**src/rtl/acd_pkg.sv**
```systemverilog
package acd_pkg;
   // smallest usable master divisor; smaller settings are raised to it
   localparam int MIN_DIV = 2;

   typedef enum logic {
      PH_GROUP = 1'b0,
      PH_TAIL  = 1'b1
   } acd_phase_e;
endpackage

```
**src/rtl/acd_cfg_hold.sv**
```systemverilog
// Setting capture: strobe loads a pending copy, a period boundary switches it in.
module acd_cfg_hold #(
   parameter int              W       = 8,
   parameter logic [W-1:0]    RST_VAL = '0
) (
   input  logic         clk_i,
   input  logic         rst_n_i,
   input  logic         upd_i,
   input  logic [W-1:0] cfg_i,
   input  logic         bound_i,
   output logic [W-1:0] act_o,
   output logic         apply_o
);
   logic [W-1:0] pend_q;
   logic         pend_v_q;

   assign apply_o = bound_i & pend_v_q;

   always_ff @(posedge clk_i or negedge rst_n_i) begin
      if (!rst_n_i) begin
         pend_q   <= RST_VAL;
         pend_v_q <= 1'b0;
         act_o    <= RST_VAL;
      end else begin
         if (upd_i) begin
            pend_q   <= cfg_i;
            pend_v_q <= 1'b1;
         end else if (apply_o) begin
            pend_v_q <= 1'b0;
         end
         if (apply_o) begin
            act_o <= pend_q;
         end
      end
   end
endmodule

```
**src/rtl/acd_frac_seq.sv**
```systemverilog
// Walks the group/tail pattern and flags which master periods are stretched.
module acd_frac_seq #(
   parameter int FW = 9
) (
   input  logic          clk_i,
   input  logic          rst_n_i,
   input  logic          tick_i,
   input  logic          restart_i,
   input  logic [FW-1:0] x_i,
   input  logic [FW-1:0] y_i,
   input  logic [FW-1:0] z_i,
   input  logic          inv_i,
   output logic          extra_o
);
   import acd_pkg::*;

   acd_phase_e    ph_q;
   logic [FW-1:0] pos_q, grp_q, tcnt_q;
   logic [FW:0]   tail_len;
   logic          tail_empty, tail_last, first_in_grp;

   always_comb begin
      tail_len     = inv_i ? {1'b0, y_i} : ({1'b0, y_i} - (FW+1)'(1));
      tail_empty   = inv_i ? (y_i == '0) : (y_i <= FW'(1));
      tail_last    = (({1'b0, tcnt_q} + (FW+1)'(1)) == tail_len);
      first_in_grp = (pos_q == '0);
      if (z_i == '0) begin
         extra_o = 1'b0;
      end else if (ph_q == PH_GROUP) begin
         extra_o = inv_i ? ~first_in_grp : first_in_grp;
      end else begin
         extra_o = inv_i;
      end
   end

   always_ff @(posedge clk_i or negedge rst_n_i) begin
      if (!rst_n_i) begin
         ph_q   <= PH_GROUP;
         pos_q  <= '0;
         grp_q  <= '0;
         tcnt_q <= '0;
      end else if (tick_i) begin
         if (restart_i || (z_i == '0)) begin
            ph_q   <= PH_GROUP;
            pos_q  <= '0;
            grp_q  <= '0;
            tcnt_q <= '0;
         end else if (ph_q == PH_GROUP) begin
            if (pos_q == x_i) begin
               pos_q <= '0;
               if (grp_q == (z_i - FW'(1))) begin
                  grp_q  <= '0;
                  tcnt_q <= '0;
                  ph_q   <= tail_empty ? PH_GROUP : PH_TAIL;
               end else begin
                  grp_q <= grp_q + FW'(1);
               end
            end else begin
               pos_q <= pos_q + FW'(1);
            end
         end else begin
            if (tail_last) begin
               ph_q   <= PH_GROUP;
               tcnt_q <= '0;
            end else begin
               tcnt_q <= tcnt_q + FW'(1);
            end
         end
      end
   end
endmodule

```
**src/rtl/acd_period_cnt.sv**
```systemverilog
// Counts source cycles of one master period (N or N+1) and marks its last cycle.
module acd_period_cnt #(
   parameter int DIV_W = 9
) (
   input  logic             clk_i,
   input  logic             rst_n_i,
   input  logic [DIV_W-1:0] div_i,
   input  logic             extra_i,
   output logic             tick_o
);
   localparam int CW = DIV_W + 1;

   logic [CW-1:0] n_eff, last, cnt_q;

   always_comb begin
      n_eff  = (div_i < DIV_W'(acd_pkg::MIN_DIV)) ? CW'(acd_pkg::MIN_DIV) : {1'b0, div_i};
      last   = n_eff - CW'(1) + {{DIV_W{1'b0}}, extra_i};
      tick_o = (cnt_q == last);
   end

   always_ff @(posedge clk_i or negedge rst_n_i) begin
      if (!rst_n_i)    cnt_q <= '0;
      else if (tick_o) cnt_q <= '0;
      else             cnt_q <= cnt_q + CW'(1);
   end
endmodule

```
**src/rtl/acd_bit_div.sv**
```systemverilog
// Integer divider on master ticks producing the bit tick.
module acd_bit_div #(
   parameter int BW = 6
) (
   input  logic          clk_i,
   input  logic          rst_n_i,
   input  logic          mtick_i,
   input  logic          restart_i,
   input  logic [BW-1:0] ratio_i,
   output logic          btick_o
);
   logic [BW-1:0] cnt_q;
   logic          wrap;

   assign wrap    = (cnt_q == ratio_i);
   assign btick_o = mtick_i & wrap;

   always_ff @(posedge clk_i or negedge rst_n_i) begin
      if (!rst_n_i) begin
         cnt_q <= '0;
      end else if (mtick_i) begin
         if (restart_i || wrap) cnt_q <= '0;
         else                   cnt_q <= cnt_q + BW'(1);
      end
   end
endmodule

```
**src/rtl/audio_frac_clkdiv.sv**
```systemverilog
module audio_frac_clkdiv #(
   parameter int MDIV_W = 9,
   parameter int FRAC_W = 9,
   parameter int BDIV_W = 6,
   parameter bit BCK_EN = 1'b1
) (
   input  logic              clk_i,
   input  logic              rst_n_i,
   input  logic              upd_i,
   input  logic [MDIV_W-1:0] mdiv_i,
   input  logic [FRAC_W-1:0] frac_x_i,
   input  logic [FRAC_W-1:0] frac_y_i,
   input  logic [FRAC_W-1:0] frac_z_i,
   input  logic              frac_inv_i,
   input  logic [BDIV_W-1:0] bdiv_i,
   output logic              mclk_tick_o,
   output logic              bclk_tick_o
);
   localparam int CFG_W = MDIV_W + 3*FRAC_W + 1 + BDIV_W;
   localparam logic [CFG_W-1:0] CFG_RST = CFG_W'(acd_pkg::MIN_DIV) << (CFG_W - MDIV_W);

   if (MDIV_W < 2 || MDIV_W > 16) begin : g_bad_mdiv
      $error("MDIV_W out of range");
   end
   if (FRAC_W < 1 || FRAC_W > 16) begin : g_bad_frac
      $error("FRAC_W out of range");
   end
   if (BDIV_W < 1 || BDIV_W > 16) begin : g_bad_bdiv
      $error("BDIV_W out of range");
   end

   logic [CFG_W-1:0]  cfg_in, act_cfg;
   logic [MDIV_W-1:0] act_mdiv;
   logic [FRAC_W-1:0] act_x, act_y, act_z;
   logic              act_inv;
   logic [BDIV_W-1:0] act_bdiv;
   logic              apply, extra, mtick;

   assign cfg_in = {mdiv_i, frac_x_i, frac_y_i, frac_z_i, frac_inv_i, bdiv_i};
   assign {act_mdiv, act_x, act_y, act_z, act_inv, act_bdiv} = act_cfg;

   acd_cfg_hold #(.W(CFG_W), .RST_VAL(CFG_RST)) hold_i (
      .clk_i   (clk_i),
      .rst_n_i (rst_n_i),
      .upd_i   (upd_i),
      .cfg_i   (cfg_in),
      .bound_i (mtick),
      .act_o   (act_cfg),
      .apply_o (apply)
   );

   acd_frac_seq #(.FW(FRAC_W)) seq_i (
      .clk_i     (clk_i),
      .rst_n_i   (rst_n_i),
      .tick_i    (mtick),
      .restart_i (apply),
      .x_i       (act_x),
      .y_i       (act_y),
      .z_i       (act_z),
      .inv_i     (act_inv),
      .extra_o   (extra)
   );

   acd_period_cnt #(.DIV_W(MDIV_W)) per_i (
      .clk_i   (clk_i),
      .rst_n_i (rst_n_i),
      .div_i   (act_mdiv),
      .extra_i (extra),
      .tick_o  (mtick)
   );

   assign mclk_tick_o = mtick;

   if (BCK_EN) begin : g_bck
      acd_bit_div #(.BW(BDIV_W)) bdiv_u (
         .clk_i     (clk_i),
         .rst_n_i   (rst_n_i),
         .mtick_i   (mtick),
         .restart_i (apply),
         .ratio_i   (act_bdiv),
         .btick_o   (bclk_tick_o)
      );
   end else begin : g_no_bck
      assign bclk_tick_o = mtick;
   end
endmodule

```
**config.mk**
```make
export PLATFORM = sky130hd
export DESIGN_NAME = audio_frac_clkdiv
export DESIGN_NICKNAME = d
export VERILOG_FILES = /design/src/rtl/acd_pkg.sv /design/src/rtl/acd_cfg_hold.sv /design/src/rtl/acd_frac_seq.sv /design/src/rtl/acd_period_cnt.sv /design/src/rtl/acd_bit_div.sv /design/src/rtl/audio_frac_clkdiv.sv
export SDC_FILE = /design/constraint.sdc
export NUM_CORES = 1
export LEC_CHECK = 0
export ABC_AREA = 0
export CORE_MARGIN = 4
export CORE_UTILIZATION = 45
export CTS_BUF_LIST = sky130_fd_sc_hd__clkbuf_4
export CTS_CLUSTER_SIZE = 16
export DETAILED_ROUTE_END_ITERATION = 7
export DONT_BUFFER_PORTS = 1
export PLACE_DENSITY = 0.6
export SETUP_SLACK_MARGIN = 0.1
export SLEW_MARGIN = 20
export SYNTH_ARGS = -nofsm -noshare
export SYNTH_HDL_FRONTEND = slang
export SYNTH_SLANG_ARGS = --single-unit
```
**constraint.sdc**
```tcl
create_clock -name clk_i -period 3.6 [get_ports clk_i]
set_clock_uncertainty 0.2 [all_clocks]
set_input_delay 0 -clock clk_i [delete_from_list [all_inputs] [get_ports clk_i]]
set_output_delay 0 -clock clk_i [all_outputs]
set_load 0.05 [all_outputs]
```
== Word level (Yosys, flattened, before mapping) ==
Index checks and enable logic that the tools add are counted.
Widths: inputs -> output; s select.

* Input bits: 46
* Register bits after elaboration: 131

* Multiplexer cells: 28
* Reduce and logical (&&, ||, !) cells: 12
* Equality and inequality tests: 6
* Order comparisons: 2
* Bitwise logic cells: 3
* Add/subtract/negate cells: 10

{| class="wikitable"
|+ Operators by type and width
! kind !! number
|-
| $mux 9 || 13
|-
| $add 9x1->9 const B || 3
|-
| $logic_not 9->1 || 3
|-
| $eq 10x10->1 || 2
|-
| $mux 10 || 2
|-
| $eq 9x9->1 || 2
|-
| $mux 1 || 12
|-
| $add 10x1->10 || 1
|-
| $add 10x1->10 const B || 1
|-
| $add 9x1->10 const B || 1
|-
| $sub 10x1->10 const B || 1
|-
| $sub 9x1->10 const B || 1
|-
| $le 9x1->1 const B || 1
|-
| $lt 9x2->1 const B || 1
|-
| $sub 9x1->9 const B || 1
|-
| $add 6x1->6 const B || 1
|-
| $eq 6x6->1 || 1
|-
| $mux 6 || 1
|-
| $reduce_and 3->1 || 2
|-
| $reduce_bool 3->1 || 2
|-
| $reduce_bool 2->1 || 2
|-
| $and 1x1->1 || 2
|-
| $logic_or 1x1->1 || 2
|-
| $ne 2x2->1 const B || 1
|-
| other kinds (2) || 2
|}

== Depth between registers and ports, before layout ==
* Depth in word-level cells: 11
* Gate-level depth with buffers: 18
* Depth with buffers taken out: 16

== Modules after synthesis ==
Synthesis repeated with hierarchy kept, for this count alone.

* Cells, all modules: 603
* Area total of the unflattened synthesis: 7,149.4 um^2

{| class="wikitable"
|+ By module, submodules not included
! module !! instances !! area an instance (um^2) !! seq. area each (um^2) !! cells each
|-
| acd_cfg_hold || 1 || 3,395.8 || 2,179.6 || 186
|-
| acd_frac_seq || 1 || 2,447.3 || 700.7 || 280
|-
| acd_period_cnt || 1 || 944.7 || 250.2 || 98
|-
| acd_bit_div || 1 || 361.6 || 150.1 || 39
|}

== Least setup slack after synthesis ==
OpenSTA, ideal clock, no wires.

* Kind: register to register
* Start point: register hold_i.act_o[12]
* End point: register per_i.cnt_q[2]
* Data arrival time: 3,226 ps
* Stages on the path, launching flop included: 14
* Path slack: 39 ps
* Path buffers: 2
* Period minus slack after synthesis: 3,561 ps
* Cells stage by stage: dfrtp_1 > nor4_1 > and4b_1 > nand2b_1 > ha_1 > or3b_2 > o211a_1 > nor4_4 > and3_4 > nand2_4 > clkinv_4 > buf_2 > buf_2 > nor2_1

* Longest elaborated chain between the ends: 5

{| class="wikitable"
|+ Ends and longest elaborated chain
! element !! RTL line !! source
|-
| from (decl) || acd_cfg_hold.sv:11 || <nowiki>output logic [W-1:0] act_o,</nowiki>
|-
| from (signal assigned) || acd_cfg_hold.sv:32 || <nowiki>act_o <= pend_q;</nowiki>
|-
| $logic_not 9->1 || acd_frac_seq.sv:27 || <nowiki>if (z_i == '0) begin</nowiki>
|-
| $mux 1 || acd_frac_seq.sv:27 ||
|-
| $add 10x1->10 || acd_period_cnt.sv:17 || <nowiki>last = n_eff - CW'(1) + {{DIV_W{1'b0}}, extra_i};</nowiki>
|-
| $eq 10x10->1 || acd_period_cnt.sv:18 || <nowiki>tick_o = (cnt_q == last);</nowiki>
|-
| via mclk_tick_o || audio_frac_clkdiv.sv:16 || <nowiki>output logic mclk_tick_o,</nowiki>
|-
| $mux 10 || acd_period_cnt.sv:23 || <nowiki>else if (tick_o) cnt_q <= '0;</nowiki>
|-
| to (signal assigned) || acd_period_cnt.sv:24 || <nowiki>else cnt_q <= cnt_q + CW'(1);</nowiki>
|-
| to (decl) || acd_period_cnt.sv:13 || <nowiki>logic [CW-1:0] n_eff, last, cnt_q;</nowiki>
|}

The timed path passes the listed nets, and every way through them passes these cells.
A chain may end at the register's enable or synchronous reset.

== Worst setup path in the final report ==
* Start point: register seq_i.ph_q
* End point: output port bclk_tick_o

* Longest elaborated chain between the ends: 5

{| class="wikitable"
|+ Ends and longest elaborated chain
! element !! RTL line !! source
|-
| from (decl) || acd_frac_seq.sv:17 || <nowiki>acd_phase_e ph_q;</nowiki>
|-
| from (signal assigned) || acd_frac_seq.sv:54 || <nowiki>ph_q <= tail_empty ? PH_GROUP : PH_TAIL;</nowiki>
|-
| $mux 1 || acd_frac_seq.sv:29 || <nowiki>end else if (ph_q == PH_GROUP) begin</nowiki>
|-
| $mux 1 || acd_frac_seq.sv:27 ||
|-
| $add 10x1->10 || acd_period_cnt.sv:17 ||
|-
| $eq 10x10->1 || acd_period_cnt.sv:18 ||
|-
| $and 1x1->1 || acd_bit_div.sv:16 || <nowiki>assign btick_o = mtick_i & wrap;</nowiki>
|-
| to (decl) || audio_frac_clkdiv.sv:17 || <nowiki>output logic bclk_tick_o</nowiki>
|}

No other way between the ends.

==> flow_metrics.tcl <==
set metrics [dict create \
    synth_edf_count 0 \
    setup_viol 2 \
    reg2reg_slack_ps 50 \
    r2r-end "g_bck.bdiv_u.cnt_q[4]" \
    leakage_nw 4.31 \
    violations "negative setup slack" \
    cts.sinks 131 \
    async_flop_share_pct 100 \
    die_h_um 131 \
    gp_congestion 0.814 \
    nets 875 \
    gr-total-overflow 0 \
    hpwl_um 10200 \
    slew_headroom_pct 56.1 \
    path_class "flop to output pin" \
    vias 5423 \
    cts_buffers 17 \
    ys_warn_count 0 \
    synth_area_per_cell_sq_um 10.1 \
    drt_first_pass_iters 5 \
    cap_violations 0 \
    drt_iter0_drc 348 \
    synth_area_sq_um 6800 \
    whs_path_depth 2 \
    cp.required_ps 3400 \
    min_to "hold_i.act_o[35]" \
    fin_crit_ps 3660 \
    syn_nets 733 \
    timing.final.crit_share_pct 102 \
    final-max-slew-violation-count 0 \
    reg2reg_depth 15 \
    reg2reg_from "hold_i.act_o[13]" \
    nFillCells 1202 \
    worstHoldStart "hold_i.pend_q[35]" \
    synthDistinctLibCells 61 \
    ant_nets 0 \
    cts.reportedPaths.clkPinSlew_ps 120 \
    wl_per_cell_um 16.6 \
    dp_cells 876 \
    seq_area_frac_synth_pct 48.3 \
    layoutNonFillerInstCount 1014 \
    h-tree-depth 4 \
    drive_above_1_share_pct 28.3 \
    ys.flop_type "dfrtp_1" \
    numPortBuffers 0 \
    fp-row-count 44 \
    timing.hold.ws_ps 270 \
    setup.worst_path.start_class "flop" \
    end_kind "output pin" \
    ys_seq_elements 131 \
    grt_antenna_before_repair 1 \
    setup_ws_ps -59.8 \
    core_area_sq_um 14600 \
    rsz0062_at_grt "yes" \
    hold_violations 0 \
    fmax_mhz 273 \
    vias_per_cell 5.35 \
    place_ws_ps -122 \
    clk_path_buf_depth 2 \
    syn_inst 674 \
    drcViolationCount 0 \
    worstPathMaxFanout 3 \
    status "complete, but fails checks" \
    cts_tree "done" \
    cts_root_buf "clkbuf_4" \
    grt_pass1_vias 5424 \
    wirelength_um 16800 \
    start_util_pct 46.4 \
    hp-class "flop to flop" \
    grt_pass1_wl_um 26900 \
    power_density_nw_per_um2 656 \
    tightest_slew_ps 659 \
    clk_latency_ps 560 \
    grt_max_degree 132 \
    die_x_um 131 \
    peakVddDrop_mv 0.340 \
    worst_ep_arrival_time_ps 3460 \
    io_pins 48 \
    grtUsageTotal_pct 20.2 \
    die_area_sq_um 17100 \
    area_growth_pct 35.0 \
]
-- routing by layer --
metal,GRT usage (%),part of all wire [%],up-vias
li1,-,-,2603
met1,26.9,46,2693
met2,33.0,49,102
met3,4.63,3.1,25
met4,6.11,1.6,0
met5,0,0,-
-- registers in the layout (all words and copies together), names as in the netlist --
name	cells
seq_i.tcnt_q	9
per_i.cnt_q	10
hold_i.act_o	43
seq_i.grp_q	9
seq_i.pos_q	9
g_bck.bdiv_u.cnt_q	6
seq_i.ph_q	1
hold_i.pend_q	43
hold_i.pend_v_q	1
-- timing repair --
action	in CTS	in global routing
gates cloned	2	5
hold endpoints to repair	175	0
setup endpoints to repair	84	85
gates resized for setup	33	101
hold buffers	91	0
pin swaps	11	64
setup buffers	4	3
-- worst max-delay path, cell delays in order (launching register included) --
cell	delay (ps)
dfrtp_1	410
nor4_2	280
nand4b_1	200
xnor2_1	200
nand2b_1	110
ha_4	180
ha_4	260
xor2_1	130
nand4_1	150
nor4b_4	320
and2_4	210
buf_6	90
and3_4	200
buf_8	150
-- logic make-up (layout without fill, tap and decap cells) --
kind of cell | count (synthesis) | count (layout) | share of synthesized area, %
AO/OA/AOI/OAI | 65 | 65 | 7.11
XOR/XNOR | 78 | 78 | 10.3
adder cells (fa/ha/maj) | 13 | 13 | 2.39
buffers and inverters | 37 | 192 | 2.49
flip-flops | 131 | 131 | 48.3
multiplexers | 46 | 46 | 7.60
other | 0 | 1 | 0
AND/OR/NAND/NOR | 304 | 304 | 21.9
-- worst max path at each step --
| stage | from | to | slack [ps] | cells past startpoint |
|---|---|---|---|---|
| 2_1_floorplan | seq_i.pos_q[6] | g_bck.bdiv_u.cnt_q[3] | 170 | 13 |
| 3_3_place_gp | seq_i.pos_q[5] | seq_i.grp_q[8] | -5 | 14 |
| 3_5_place_dp | seq_i.pos_q[5] | seq_i.tcnt_q[0] | -120 | 13 |
| 4_1_cts | hold_i.act_o[12] | mclk_tick_o | -100 | 12 |
| 5_1_grt | seq_i.ph_q | bclk_tick_o | -330 | 13 |
| 6_report | seq_i.ph_q | bclk_tick_o | -60 | 13 |
-- power breakdown --
group          switching, mW  total [mW]  internal (mW)
Combinational           1.37        2.81           1.44
Sequential             0.389        2.23           1.84
Clock                  0.566       0.979          0.413
-- placed cells by master (no fill, tap or decap), types with 3 or more instances in the layout --
cell type,count
and3_1,12
o21ai_1,6
nand2b_1,4
and2_1,6
o21ai_2,3
ha_1,11
nor4_2,6
a32o_1,4
nand3_1,13
clkinvlp_4,4
nor3_1,14
nand2_2,35
clkbuf_4,18
mux2_2,45
nand4_1,11
buf_4,40
inv_1,12
a21oi_1,5
dlygate4sd3_1,89
nor2b_1,10
a211oi_1,3
dfrtp_1,129
buf_12,5
nand2_1,90
clkinv_4,3
clkbuf_16,4
xor2_1,36
nor3b_1,3
or3_1,4
buf_8,3
buf_16,3
nor4_1,6
o21ai_0,10
nand2_4,26
and3_4,5
nor2_1,39
xnor2_1,41
clkinv_2,3
a21o_1,5
a22o_1,11
-- cells in the mapped netlist (3+ instances only) --
cell / count / share of area [%]
nor2_1: 41 / 2.3
xor2_1: 36 / 4.6
and3_1: 16 / 1.5
nor2b_1: 10 / 0.92
a21oi_1: 5 / 0.37
nand2_1: 149 / 8.2
or3_1: 4 / 0.37
and2_1: 7 / 0.64
clkbuf_1: 7 / 0.39
a21o_1: 5 / 0.55
nor3b_1: 4 / 0.44
a211oi_1: 4 / 0.44
inv_1: 12 / 0.66
buf_2: 8 / 0.59
mux2_2: 45 / 7.5
buf_1: 6 / 0.33
a32o_1: 4 / 0.59
nor4_2: 3 / 0.55
nor4_1: 9 / 0.83
xnor2_1: 41 / 5.3
nand3_1: 13 / 0.96
dfrtp_1: 129 / 47
nand2b_1: 4 / 0.37
a22o_1: 11 / 1.4
nor3_1: 14 / 1.0
ha_1: 13 / 2.4
o21ai_0: 19 / 1.4
nand4_1: 11 / 1.0
-- stage by stage --
| stage | TNS (ps) | utilization (%) | power, mW | instance area, sq um |
|---|---|---|---|---|
| CTS | -190 | 59.3 | 5.78 | 8690 |
| global route | -11610 | 62.7 | 6.46 | 9180 |
| detailed placement | -2310 | 49.5 | 4.46 | 7250 |
| global placement | -8.45 | 49.5 | 4.38 | 7250 |
| floorplan | 0 | - | 3.84 | 6810 |
| finish | -118 | 62.7 | 6.02 | 9180 |
-- cell type report --
class | instances | area (sq um) | share of cell area (%)
inverter | 13 | 53.8 | 0.586
antenna | 1 | 2.50 | 0.0273
tap | 184 | 230 | 2.51
multi-input combinational | 506 | 3760 | 41.0
sequential | 131 | 3280 | 35.8
clock buffer | 18 | 135 | 1.47
clock inverter | 14 | 139 | 1.51
timing repair buffer | 147 | 1570 | 17.2
No activity file was read; power rests on OpenSTA's default activity.
